$ cat src/rtl/ucpu_pkg.sv
package ucpu_pkg;

  localparam int DATA_W  = 16;
  localparam int ADDR_W  = 11;
  localparam int OP_W    = 4;
  localparam int UADDR_W = 7;

  localparam logic [OP_W-1:0] OP_LOAD = 4'd0;
  localparam logic [OP_W-1:0] OP_STA  = 4'd1;
  localparam logic [OP_W-1:0] OP_ADD  = 4'd2;
  localparam logic [OP_W-1:0] OP_SUB  = 4'd3;
  localparam logic [OP_W-1:0] OP_BUN  = 4'd4;
  localparam logic [OP_W-1:0] OP_HALT = 4'd5;
  localparam logic [OP_W-1:0] OP_BZA  = 4'd6;
  localparam logic [OP_W-1:0] OP_BNA  = 4'd7;

  localparam int EXEC_BASE = 64;
  localparam int SLOTS     = 4;
  localparam int INDIR_AT  = 8;
  localparam logic [UADDR_W-1:0] HALT_UADDR = UADDR_W'(EXEC_BASE + SLOTS*5);

  typedef enum logic [2:0] {
    F1_NOP, F1_MAR_PC, F1_MAR_IR, F1_ADD, F1_READ, F1_AC_MBR, F1_IR_MBR, F1_WRITE
  } f1_e;

  typedef enum logic [2:0] {
    F2_NOP, F2_INC_PC, F2_MBR_AC, F2_MBR_PC, F2_PC_MBR, F2_IRA_MBR, F2_SUB, F2_PC_IR
  } f2_e;

  typedef enum logic [1:0] {C_ALWAYS, C_IBIT, C_ZERO, C_NEG} cond_e;
  typedef enum logic [1:0] {B_JMP, B_CALL, B_RET, B_MAP} br_e;

  typedef struct packed {
    f1_e                f1;
    f2_e                f2;
    cond_e              cond;
    br_e                br;
    logic [UADDR_W-1:0] addr;
  } uword_t;

  typedef struct packed {
    logic marFromPc;
    logic marFromIr;
    logic acAdd;
    logic memRead;
    logic acFromMbr;
    logic irFromMbr;
    logic memWrite;
    logic pcInc;
    logic mbrFromAc;
    logic mbrFromPc;
    logic pcFromMbr;
    logic irAddrFromMbr;
    logic acSub;
    logic pcFromIr;
  } strobe_t;

  typedef struct packed {
    logic            iBit;
    logic [OP_W-1:0] opcode;
    logic            acZero;
    logic            acNeg;
  } status_t;

  function automatic uword_t mk(f1_e a, f2_e b, cond_e c, br_e d, int n);
    uword_t w;
    w.f1   = a;
    w.f2   = b;
    w.cond = c;
    w.br   = d;
    w.addr = UADDR_W'(n);
    return w;
  endfunction

  function automatic int ex(logic [OP_W-1:0] op, int slot);
    return EXEC_BASE + SLOTS*int'(op) + slot;
  endfunction

  // Control store contents; unlisted words fall back to fetch.
  function automatic uword_t uromWord(logic [UADDR_W-1:0] a);
    int ia;
    ia = int'(a);
    if (ia == 0)               return mk(F1_MAR_PC, F2_NOP,     C_ALWAYS, B_JMP, 1);
    if (ia == 1)               return mk(F1_READ,   F2_INC_PC,  C_ALWAYS, B_JMP, 2);
    if (ia == 2)               return mk(F1_IR_MBR, F2_NOP,     C_ALWAYS, B_MAP, 0);
    if (ia == INDIR_AT)        return mk(F1_MAR_IR, F2_NOP,     C_ALWAYS, B_JMP, INDIR_AT+1);
    if (ia == INDIR_AT+1)      return mk(F1_READ,   F2_NOP,     C_ALWAYS, B_JMP, INDIR_AT+2);
    if (ia == INDIR_AT+2)      return mk(F1_NOP,    F2_IRA_MBR, C_ALWAYS, B_RET, 0);
    // memory-operand opcodes share slots 0..2
    if (ia == ex(OP_LOAD,0) || ia == ex(OP_STA,0) || ia == ex(OP_ADD,0) ||
        ia == ex(OP_SUB,0)  || ia == ex(OP_BUN,0) || ia == ex(OP_BZA,0) ||
        ia == ex(OP_BNA,0))    return mk(F1_NOP,    F2_NOP,     C_IBIT,   B_CALL, INDIR_AT);
    if (ia == ex(OP_LOAD,1) || ia == ex(OP_STA,1) || ia == ex(OP_ADD,1) ||
        ia == ex(OP_SUB,1))    return mk(F1_MAR_IR, F2_NOP,     C_ALWAYS, B_JMP, ia+1);
    if (ia == ex(OP_LOAD,2) || ia == ex(OP_ADD,2) || ia == ex(OP_SUB,2))
                               return mk(F1_READ,   F2_NOP,     C_ALWAYS, B_JMP, ia+1);
    if (ia == ex(OP_STA,2))    return mk(F1_NOP,    F2_MBR_AC,  C_ALWAYS, B_JMP, ia+1);
    if (ia == ex(OP_LOAD,3))   return mk(F1_AC_MBR, F2_NOP,     C_ALWAYS, B_JMP, 0);
    if (ia == ex(OP_STA,3))    return mk(F1_WRITE,  F2_NOP,     C_ALWAYS, B_JMP, 0);
    if (ia == ex(OP_ADD,3))    return mk(F1_ADD,    F2_NOP,     C_ALWAYS, B_JMP, 0);
    if (ia == ex(OP_SUB,3))    return mk(F1_NOP,    F2_SUB,     C_ALWAYS, B_JMP, 0);
    if (ia == ex(OP_BUN,1))    return mk(F1_NOP,    F2_PC_IR,   C_ALWAYS, B_JMP, 0);
    if (ia == ex(OP_HALT,0))   return mk(F1_NOP,    F2_NOP,     C_ALWAYS, B_JMP, ia);
    if (ia == ex(OP_BZA,1))    return mk(F1_NOP,    F2_NOP,     C_ZERO,   B_JMP, ia+2);
    if (ia == ex(OP_BNA,1))    return mk(F1_NOP,    F2_NOP,     C_NEG,    B_JMP, ia+2);
    if (ia == ex(OP_BZA,2) || ia == ex(OP_BNA,2))
                               return mk(F1_NOP,    F2_NOP,     C_ALWAYS, B_JMP, 0);
    if (ia == ex(OP_BZA,3) || ia == ex(OP_BNA,3))
                               return mk(F1_NOP,    F2_PC_IR,   C_ALWAYS, B_JMP, 0);
    return mk(F1_NOP, F2_NOP, C_ALWAYS, B_JMP, 0);
  endfunction

endpackage

$ cat src/rtl/ucpu_mem.sv
module ucpu_mem #(
  parameter int DW = 16,
  parameter int AW = 8
) (
  input  logic          clk,
  input  logic          we,
  input  logic [AW-1:0] wAddr,
  input  logic [DW-1:0] wData,
  input  logic [AW-1:0] rAddrA,
  output logic [DW-1:0] rDataA,
  input  logic [AW-1:0] rAddrB,
  output logic [DW-1:0] rDataB
);
  localparam int DEPTH = 1 << AW;

  logic [DW-1:0] cells [DEPTH];

  always_ff @(posedge clk) begin
    if (we) cells[wAddr] <= wData;
  end

  assign rDataA = cells[rAddrA];
  assign rDataB = cells[rAddrB];
endmodule

$ cat src/rtl/ucpu_ctrl.sv
module ucpu_ctrl
  import ucpu_pkg::*;
(
  input  logic    clk,
  input  logic    rst_n,
  input  status_t status,
  output strobe_t strobes,
  output logic    halted
);
  logic [UADDR_W-1:0] car, sbr, carNext, carInc;
  uword_t             uw;
  logic               condTrue;

  assign uw     = uromWord(car);
  assign carInc = car + 1'b1;

  always_comb begin
    strobes           = '0;
    strobes.marFromPc = (uw.f1 == F1_MAR_PC);
    strobes.marFromIr = (uw.f1 == F1_MAR_IR);
    strobes.acAdd     = (uw.f1 == F1_ADD);
    strobes.memRead   = (uw.f1 == F1_READ);
    strobes.acFromMbr = (uw.f1 == F1_AC_MBR);
    strobes.irFromMbr = (uw.f1 == F1_IR_MBR);
    strobes.memWrite  = (uw.f1 == F1_WRITE);
    strobes.pcInc         = (uw.f2 == F2_INC_PC);
    strobes.mbrFromAc     = (uw.f2 == F2_MBR_AC);
    strobes.mbrFromPc     = (uw.f2 == F2_MBR_PC);
    strobes.pcFromMbr     = (uw.f2 == F2_PC_MBR);
    strobes.irAddrFromMbr = (uw.f2 == F2_IRA_MBR);
    strobes.acSub         = (uw.f2 == F2_SUB);
    strobes.pcFromIr      = (uw.f2 == F2_PC_IR);
  end

  always_comb begin
    unique case (uw.cond)
      C_ALWAYS: condTrue = 1'b1;
      C_IBIT:   condTrue = status.iBit;
      C_ZERO:   condTrue = status.acZero;
      C_NEG:    condTrue = status.acNeg;
    endcase
  end

  always_comb begin
    carNext = carInc;
    if (condTrue) begin
      unique case (uw.br)
        B_JMP:  carNext = uw.addr;
        B_CALL: carNext = uw.addr;
        B_RET:  carNext = sbr;
        B_MAP:  carNext = UADDR_W'(EXEC_BASE) | UADDR_W'({status.opcode, 2'b00});
      endcase
    end
  end

  always_ff @(posedge clk or negedge rst_n) begin
    if (!rst_n) begin
      car <= '0;
      sbr <= '0;
    end else begin
      car <= carNext;
      if (condTrue && uw.br == B_CALL) sbr <= carInc;
    end
  end

  assign halted = (car == HALT_UADDR);

  p_map_lands_r2: assert property (@(posedge clk) disable iff (!rst_n)
    (condTrue && uw.br == B_MAP) |=> (car[UADDR_W-1] && car[1:0] == 2'b00));

  p_ret_resumes_r5: assert property (@(posedge clk) disable iff (!rst_n)
    (condTrue && uw.br == B_RET) |=> (car == $past(sbr)));

  p_call_saves_r5: assert property (@(posedge clk) disable iff (!rst_n)
    (condTrue && uw.br == B_CALL) |=> (sbr == $past(car) + 1'b1));

  p_false_steps_r12: assert property (@(posedge clk) disable iff (!rst_n)
    (!condTrue) |=> (car == $past(car) + 1'b1));

  p_halt_sticks_r9: assert property (@(posedge clk) disable iff (!rst_n)
    halted |=> halted);
endmodule

$ cat src/rtl/ucpu_datapath.sv
module ucpu_datapath
  import ucpu_pkg::*;
#(
  parameter int MEM_AW = 8
) (
  input  logic              clk,
  input  logic              rst_n,
  input  strobe_t           strobes,
  output status_t           status,
  input  logic              loadEn,
  input  logic [MEM_AW-1:0] loadAddr,
  input  logic [DATA_W-1:0] loadData,
  input  logic [MEM_AW-1:0] peekAddr,
  output logic [DATA_W-1:0] peekData,
  output logic [DATA_W-1:0] acOut,
  output logic [ADDR_W-1:0] pcOut
);
  logic [ADDR_W-1:0] pc, mar;
  logic [DATA_W-1:0] mbr, ac, ir, memQ, irSrc, memWData;
  logic [ADDR_W-1:0] irAddr;
  logic              memWe;
  logic [MEM_AW-1:0] memWAddr;

  assign irAddr   = ir[ADDR_W-1:0];
  assign memWe    = loadEn | strobes.memWrite;
  assign memWAddr = loadEn ? loadAddr : mar[MEM_AW-1:0];
  assign memWData = loadEn ? loadData : mbr;

  ucpu_mem #(.DW(DATA_W), .AW(MEM_AW)) u_mem (
    .clk    (clk),
    .we     (memWe),
    .wAddr  (memWAddr),
    .wData  (memWData),
    .rAddrA (mar[MEM_AW-1:0]),
    .rDataA (memQ),
    .rAddrB (peekAddr),
    .rDataB (peekData)
  );

  always_ff @(posedge clk or negedge rst_n) begin
    if (!rst_n) begin
      pc  <= '0;
      mar <= '0;
      mbr <= '0;
      ac  <= '0;
      ir  <= '0;
    end else begin
      if (strobes.marFromPc)      mar <= pc;
      else if (strobes.marFromIr) mar <= irAddr;

      if (strobes.memRead)        mbr <= memQ;
      else if (strobes.mbrFromAc) mbr <= ac;
      else if (strobes.mbrFromPc) mbr <= DATA_W'(pc);

      if (strobes.acAdd)          ac <= ac + mbr;
      else if (strobes.acSub)     ac <= ac - mbr;
      else if (strobes.acFromMbr) ac <= mbr;

      if (strobes.irFromMbr)          ir <= mbr;
      else if (strobes.irAddrFromMbr) ir[ADDR_W-1:0] <= mbr[ADDR_W-1:0];

      if (strobes.pcInc)          pc <= pc + 1'b1;
      else if (strobes.pcFromMbr) pc <= mbr[ADDR_W-1:0];
      else if (strobes.pcFromIr)  pc <= irAddr;
    end
  end

  // Mapping sees the word entering IR in the same microword.
  assign irSrc         = strobes.irFromMbr ? mbr : ir;
  assign status.iBit   = irSrc[DATA_W-1];
  assign status.opcode = irSrc[DATA_W-2 -: OP_W];
  assign status.acZero = (ac == '0);
  assign status.acNeg  = ac[DATA_W-1];

  assign acOut = ac;
  assign pcOut = pc;

  p_dual_uop_r3: assert property (@(posedge clk) disable iff (!rst_n)
    (strobes.memRead && strobes.pcInc) |=>
      (pc == $past(pc) + 1'b1) && (mbr == $past(memQ)));

  p_ac_writer_r4: assert property (@(posedge clk) disable iff (!rst_n)
    $onehot0({strobes.acAdd, strobes.acSub, strobes.acFromMbr}));

  p_mbr_writer_r3: assert property (@(posedge clk) disable iff (!rst_n)
    $onehot0({strobes.memRead, strobes.mbrFromAc, strobes.mbrFromPc}));

  p_ir_writer_r5: assert property (@(posedge clk) disable iff (!rst_n)
    $onehot0({strobes.irFromMbr, strobes.irAddrFromMbr}));

  p_sub_wraps_r4: assert property (@(posedge clk) disable iff (!rst_n)
    strobes.acSub |=> (ac + $past(mbr) == $past(ac)));

  p_indirect_keeps_op_r5: assert property (@(posedge clk) disable iff (!rst_n)
    strobes.irAddrFromMbr |=> (ir[DATA_W-1:ADDR_W] == $past(ir[DATA_W-1:ADDR_W])));
endmodule

$ cat src/rtl/ucpu_top.sv
module ucpu_top
  import ucpu_pkg::*;
#(
  parameter int MEM_AW = 8
) (
  input  logic              clk,
  input  logic              rst_n,
  input  logic              loadEn,
  input  logic [MEM_AW-1:0] loadAddr,
  input  logic [15:0]       loadData,
  input  logic [MEM_AW-1:0] peekAddr,
  output logic [15:0]       peekData,
  output logic [15:0]       acOut,
  output logic [10:0]       pcOut,
  output logic              halted
);
  strobe_t strobes;
  status_t status;

  ucpu_ctrl u_ctrl (
    .clk     (clk),
    .rst_n   (rst_n),
    .status  (status),
    .strobes (strobes),
    .halted  (halted)
  );

  ucpu_datapath #(.MEM_AW(MEM_AW)) u_dp (
    .clk      (clk),
    .rst_n    (rst_n),
    .strobes  (strobes),
    .status   (status),
    .loadEn   (loadEn),
    .loadAddr (loadAddr),
    .loadData (loadData),
    .peekAddr (peekAddr),
    .peekData (peekData),
    .acOut    (acOut),
    .pcOut    (pcOut)
  );

  p_halt_quiet_r9: assert property (@(posedge clk) disable iff (!rst_n)
    halted |=> (!strobes.memWrite && pcOut == $past(pcOut)));
endmodule

$ cat config.mk
export PLATFORM = sky130hd
export DESIGN_NAME = ucpu_top
export DESIGN_NICKNAME = d
export VERILOG_FILES = /design/src/rtl/ucpu_pkg.sv /design/src/rtl/ucpu_mem.sv /design/src/rtl/ucpu_ctrl.sv /design/src/rtl/ucpu_datapath.sv /design/src/rtl/ucpu_top.sv
export SDC_FILE = /design/constraint.sdc
export NUM_CORES = 2
export LEC_CHECK = 0
export BUFFER_PORTS_ARGS = -buffer_cell sky130_fd_sc_hd__clkbuf_2
export CAP_MARGIN = 20
export CELL_PAD_IN_SITES_DETAIL_PLACEMENT = 2
export CELL_PAD_IN_SITES_GLOBAL_PLACEMENT = 2
export CORE_ASPECT_RATIO = 1.5
export CORE_MARGIN = 2
export CORE_UTILIZATION = 56
export CTS_CLUSTER_DIAMETER = 150
export DETAILED_ROUTE_END_ITERATION = 7
export GPL_ROUTABILITY_DRIVEN = 0
export GPL_TIMING_DRIVEN = 0
export PLACE_DENSITY_LB_ADDON = 0.1
export RECOVER_POWER = 100
export SLEW_MARGIN = 0
export SYNTH_ARGS = -nofsm -noshare
export SYNTH_HDL_FRONTEND = slang
export SYNTH_SLANG_ARGS = --single-unit
$ cat constraint.sdc
create_clock -name clk -period 39.9 [get_ports clk]
set_input_delay 3.99 -clock clk [delete_from_list [all_inputs] [get_ports clk]]
set_output_delay 3.99 -clock clk [all_outputs]
set_load 0.005 [all_outputs]
==> results of run 1 <==
stage by stage:
step                      cell area [um2]  cells  worst slack (ns)  utilization [%]
after floorplan                    194000   8623             23.20                -
after CTS                          224000  14500             26.30             65.2
after global placement             200000  13200              7.25             58.0
after detailed placement           211000  13800             26.42             61.3
per-layer routing:
metal  track usage, %  overflow
met1             75.1       190
met2             91.8      1658
met3             57.7       196
met4             71.8       759
met5             34.8        30
cells by family after synthesis:
family | Yosys count | share of synthesized area (%)
adder cells (fa/ha/maj) | 38 | 0.253
multiplexers | 2673 | 30.9
buffers and inverters | 750 | 1.52
AO/OA/AOI/OAI | 438 | 1.55
flip-flops | 4173 | 64.5
AND/OR/NAND/NOR | 544 | 1.22
XOR/XNOR | 7 | 0.0317
==> flow_summary.json, run 1 <==
{
  "outcome": "aborted with a tool error",
  "stop_stage": "global routing (5_1_grt)",
  "first-error": "[ERROR GRT-0116] Global routing finished with congestion. Check the congestion regions in the DRC Viewer.",
  "synth_nets": 8696,
  "ios": 79,
  "grtUsageTotal_pct": 74.5,
  "fp.dieH_um": 724,
  "synthArstFlopShare_pct": 1.85,
  "yosysTopAreaCell": "edfxtp_1",
  "initial_core_util_pct": 56.2,
  "yosys_warnings": 0,
  "cts_hold_buffers": 0,
  "synth_area_leaders": "edfxtp_1, mux4_2, dfrtp_1, clkbuf_1, nor2_1",
  "ys.flop_type": "edfxtp_1",
  "io_buffers": 70,
  "syn-instance-count": 8623,
  "htree_levels": 5,
  "cts_setup_buffers": 0,
  "grt_max_degree": 145,
  "yosysSeqAreaShare_pct": 64.5,
  "clkSinkCount": 4173,
  "place_hpwl_um": 689000,
  "cts_max_path_buffers": 4,
  "ys_seq_elements": 4173,
  "overflow": 2833,
  "grt_pass1_vias": 160000,
  "synth_common_cells": "edfxtp_1, mux4_2, clkbuf_1",
  "clockRootBuffer": "clkbuf_16",
  "die_w_um": 484,
  "syn_area_per_cell_um2": 22.5,
  "cts_resized": 0,
  "yosysMostFrequentCell": "edfxtp_1",
  "cts_made_buffers": 400,
  "rows": 264,
  "synth_cell_type_count": 72,
  "synth_area_mm2": 0.194,
  "synth_top_area_share_pct": 63.5,
  "synth_edf_count": 4096,
  "grt_pass1_wl_um": 1710000
}
==> inputs of run 2 (changes only) <==
--- a/config.mk
+++ b/config.mk
@@ -7,16 +7,12 @@
 export LEC_CHECK = 0
 export BUFFER_PORTS_ARGS = -buffer_cell sky130_fd_sc_hd__clkbuf_2
 export CAP_MARGIN = 20
-export CELL_PAD_IN_SITES_DETAIL_PLACEMENT = 2
-export CELL_PAD_IN_SITES_GLOBAL_PLACEMENT = 2
-export CORE_ASPECT_RATIO = 1.5
 export CORE_MARGIN = 2
-export CORE_UTILIZATION = 56
-export CTS_CLUSTER_DIAMETER = 150
+export CORE_UTILIZATION = 40
 export DETAILED_ROUTE_END_ITERATION = 7
 export GPL_ROUTABILITY_DRIVEN = 0
 export GPL_TIMING_DRIVEN = 0
-export PLACE_DENSITY_LB_ADDON = 0.1
+export PLACE_DENSITY_LB_ADDON = 0.15
 export RECOVER_POWER = 100
 export SLEW_MARGIN = 0
 export SYNTH_ARGS = -nofsm -noshare
==> run 2 against run 1 <==
The flow now finishes, with violations (DRC, capacitance limit, slew limit). Synthesized cell count did not move. Area after synthesis did not move.
==> flow_summary.json, run 2 <==
{
  "intPower_uw": 9450,
  "clk_latency_ns": 1.07,
  "cp_max_fo": 140,
  "clockRootBuffer": "clkbuf_16",
  "clk_pin_slew_ns": 0.06,
  "ant_nets": 0,
  "p_per_area_mw_per_mm2": 67.8,
  "worst_slack_ns": 25.16,
  "top_register": "u_dp.u_mem.cells",
  "nNetsFinal": 9828,
  "yosys_warnings": 0,
  "synth_edf_count": 4096,
  "hold_depth": 1,
  "via_count": 116000,
  "numPlacedInstances": 15700,
  "place_hpwl_um": 622000,
  "relSlewSlack_pct": -374,
  "p_switching_uw": 5640,
  "synth_area_mm2": 0.194,
  "viasPerCell": 6.98,
  "worstPathArrival_ns": 14.57,
  "rows": 255,
  "critical_path_class": "in2reg",
  "clockPowerShare_pct": 28.1,
  "synth_area_leaders": "edfxtp_1, mux4_2, dfrtp_1, clkbuf_1, nor2_1",
  "synthArstFlopShare_pct": 1.85,
  "timing.rr.end": "u_dp.u_mem.cells[32][15]$_DFFE_PP_",
  "initial_core_util_pct": 40.2,
  "total_power_uw": 15100,
  "fp.dieH_um": 700,
  "drv_slew": 4270,
  "violations": "DRC, capacitance limit, slew limit",
  "worstHoldStart": "u_ctrl.sbr[6]$_DFFE_PN0P_",
  "grt_pass1_vias": 113000,
  "drt-initial-drc-count": 20600,
  "cts_tree": "yes",
  "reg2reg_from": "u_dp.mbr[15]$_DFFE_PN0P_",
  "rsz0062_at_grt": "false",
  "dieArea_mm2": 0.490,
  "largest_reg_flops": 4096,
  "maxCapViolCount": 145,
  "ys.flop_type": "edfxtp_1",
  "die_w_um": 700,
  "synth_nets": 8696,
  "layout-drive-gt1-share_pct": 38.0,
  "ios": 79,
  "leakagePower_uw": 0.0686,
  "final_common_cell": "edfxtp_1",
  "cts_made_buffers": 459,
  "r2r_setup_slack_ns": 29.00,
  "crit_start": "loadEn",
  "seqPwrFrac_pct": 34.8,
  "ys_seq_elements": 4173,
  "start_kind": "primary input",
  "clkSinkCount": 4173,
  "wl_per_cell_um": 49.1,
  "synth_top_area_share_pct": 63.5,
  "synth_common_cells": "edfxtp_1, mux4_2, clkbuf_1",
  "yosysSeqAreaShare_pct": 64.5,
  "outcome": "finished with violations",
  "drt_pass1_iterations": 7,
  "cts_hold_buffers": 0,
  "syn_area_per_cell_um2": 22.5,
  "hold_viol_final": 0,
  "worst_pin_slew_ns": 7.11,
  "cts_setup_buffers": 0,
  "htree_levels": 5,
  "syn-instance-count": 8623,
  "grt_max_degree": 141,
  "antenna_found_initial": 136,
  "grt_pass1_wl_um": 1070000,
  "final_cells": 16700,
  "cts_max_path_buffers": 4,
  "switching_share_pct": 37.4,
  "worstPathRequired_ns": 39.72,
  "cts_resized": 0,
  "synth_cell_type_count": 72,
  "hold_path.class": "reg2reg",
  "period_needed_ns": 14.74,
  "fin_setup_tns_ns": 0,
  "holdWs_ns": 0.479,
  "yosysMostFrequentCell": "edfxtp_1",
  "period_share_pct": 36.9,
  "fmax_mhz": 67.8,
  "setup_viol": 0,
  "overflow": 0,
  "combPwrFrac_pct": 37.1,
  "core-area_mm2": 0.482,
  "rr_worst_depth": 3,
  "io_buffers": 70,
  "wl_um": 819000,
  "dp_slack_ns": 26.78,
  "hold_end": "u_ctrl.sbr[6]$_DFFE_PN0P_",
  "worstSetupEndpointType": "flop",
  "final_cell_mix": "edfxtp_1, mux4_2, clkbuf_1",
  "grtUsageTotal_pct": 33.1,
  "yosysTopAreaCell": "edfxtp_1",
  "vdd_drop_max_uv": 43.3,
  "fin_worst_skew_ns": 0.0766,
  "area_growth_pct": 15.0,
  "drc": 17
}
-- run 2: cell families (layout without fill, tap and decap cells) --
group / after synthesis / count (layout) / synth area share, %
and+or+nand+nor: 544 / 544 / 1.22
muxes: 2673 / 2673 / 30.9
buffers and inverters: 750 / 2272 / 1.52
other: 0 / 95 / 0
AOI/OAI and AO/OA: 438 / 438 / 1.55
DFF: 4173 / 4173 / 64.5
adders and majority gates: 38 / 38 / 0.253
xor gates and xnor gates: 7 / 7 / 0.0317
-- run 2: final cells by class --
type,count,area (um2)
clock inverters,291,2620
repair buffers,671,5900
inverters,56,210
flip-flops and latches,4173,125000
multi-input cells,3700,65700
fillers,40100,259000
clock buffers,560,12000
well taps,6425,8040
diodes,95,238
plain buffers,694,2950
-- run 2: worst max-delay path, cell delays in order --
cell	delay (ns)
clkbuf_1	0.14
clkbuf_1	0.41
clkbuf_1	0.57
clkbuf_1	0.45
mux2_1	3.54
clkbuf_1	4.97
-- run 2: metal layers --
| metal | global-route usage [%] | wire length (um) | vias up |
|---|---|---|---|
| met4 | 21.5 | 67900 | 58 |
| met5 | 0.343 | 631 | - |
| met3 | 13.5 | 117000 | 2163 |
| met1 | 41.4 | 281000 | 63400 |
| li1 | - | - | 41200 |
| met2 | 47.7 | 352000 | 9488 |
-- run 2: worst max-delay path by stage --
stage / end / cells past startpoint
3_3_place_gp: u_dp.u_mem.cells[122][6]$_DFFE_PP_ / 5
2_1_floorplan: u_dp.u_mem.cells[0][1]$_DFFE_PP_ / 4
4_1_cts: peekData[3] / 10
5_1_grt: u_dp.u_mem.cells[50][15]$_DFFE_PP_ / 6
6_report: u_dp.u_mem.cells[32][15]$_DFFE_PP_ / 6
3_5_place_dp: peekData[4] / 10
-- run 2: power by group through the flow --
stage / registers, uW / logic, uW / clock network (uW)
after CTS: 5200 / 5460 / 4260
final: 5250 / 5600 / 4250
after global routing: 5250 / 5520 / 4430
after global placement: 5790 / 5040 / 0
after detailed placement: 5290 / 5450 / 0
after floorplan: 5460 / 2590 / 0
-- run 2: metrics by stage --
step	utilization [%]	area [um2]
2_1_floorplan	-	194000
4_1_cts	47.5	229000
3_5_place_dp	44.5	214000
6_report	46.2	223000
5_1_grt	46.1	222000
3_3_place_gp	41.9	202000
No activity file was read; power rests on OpenSTA's default activity.
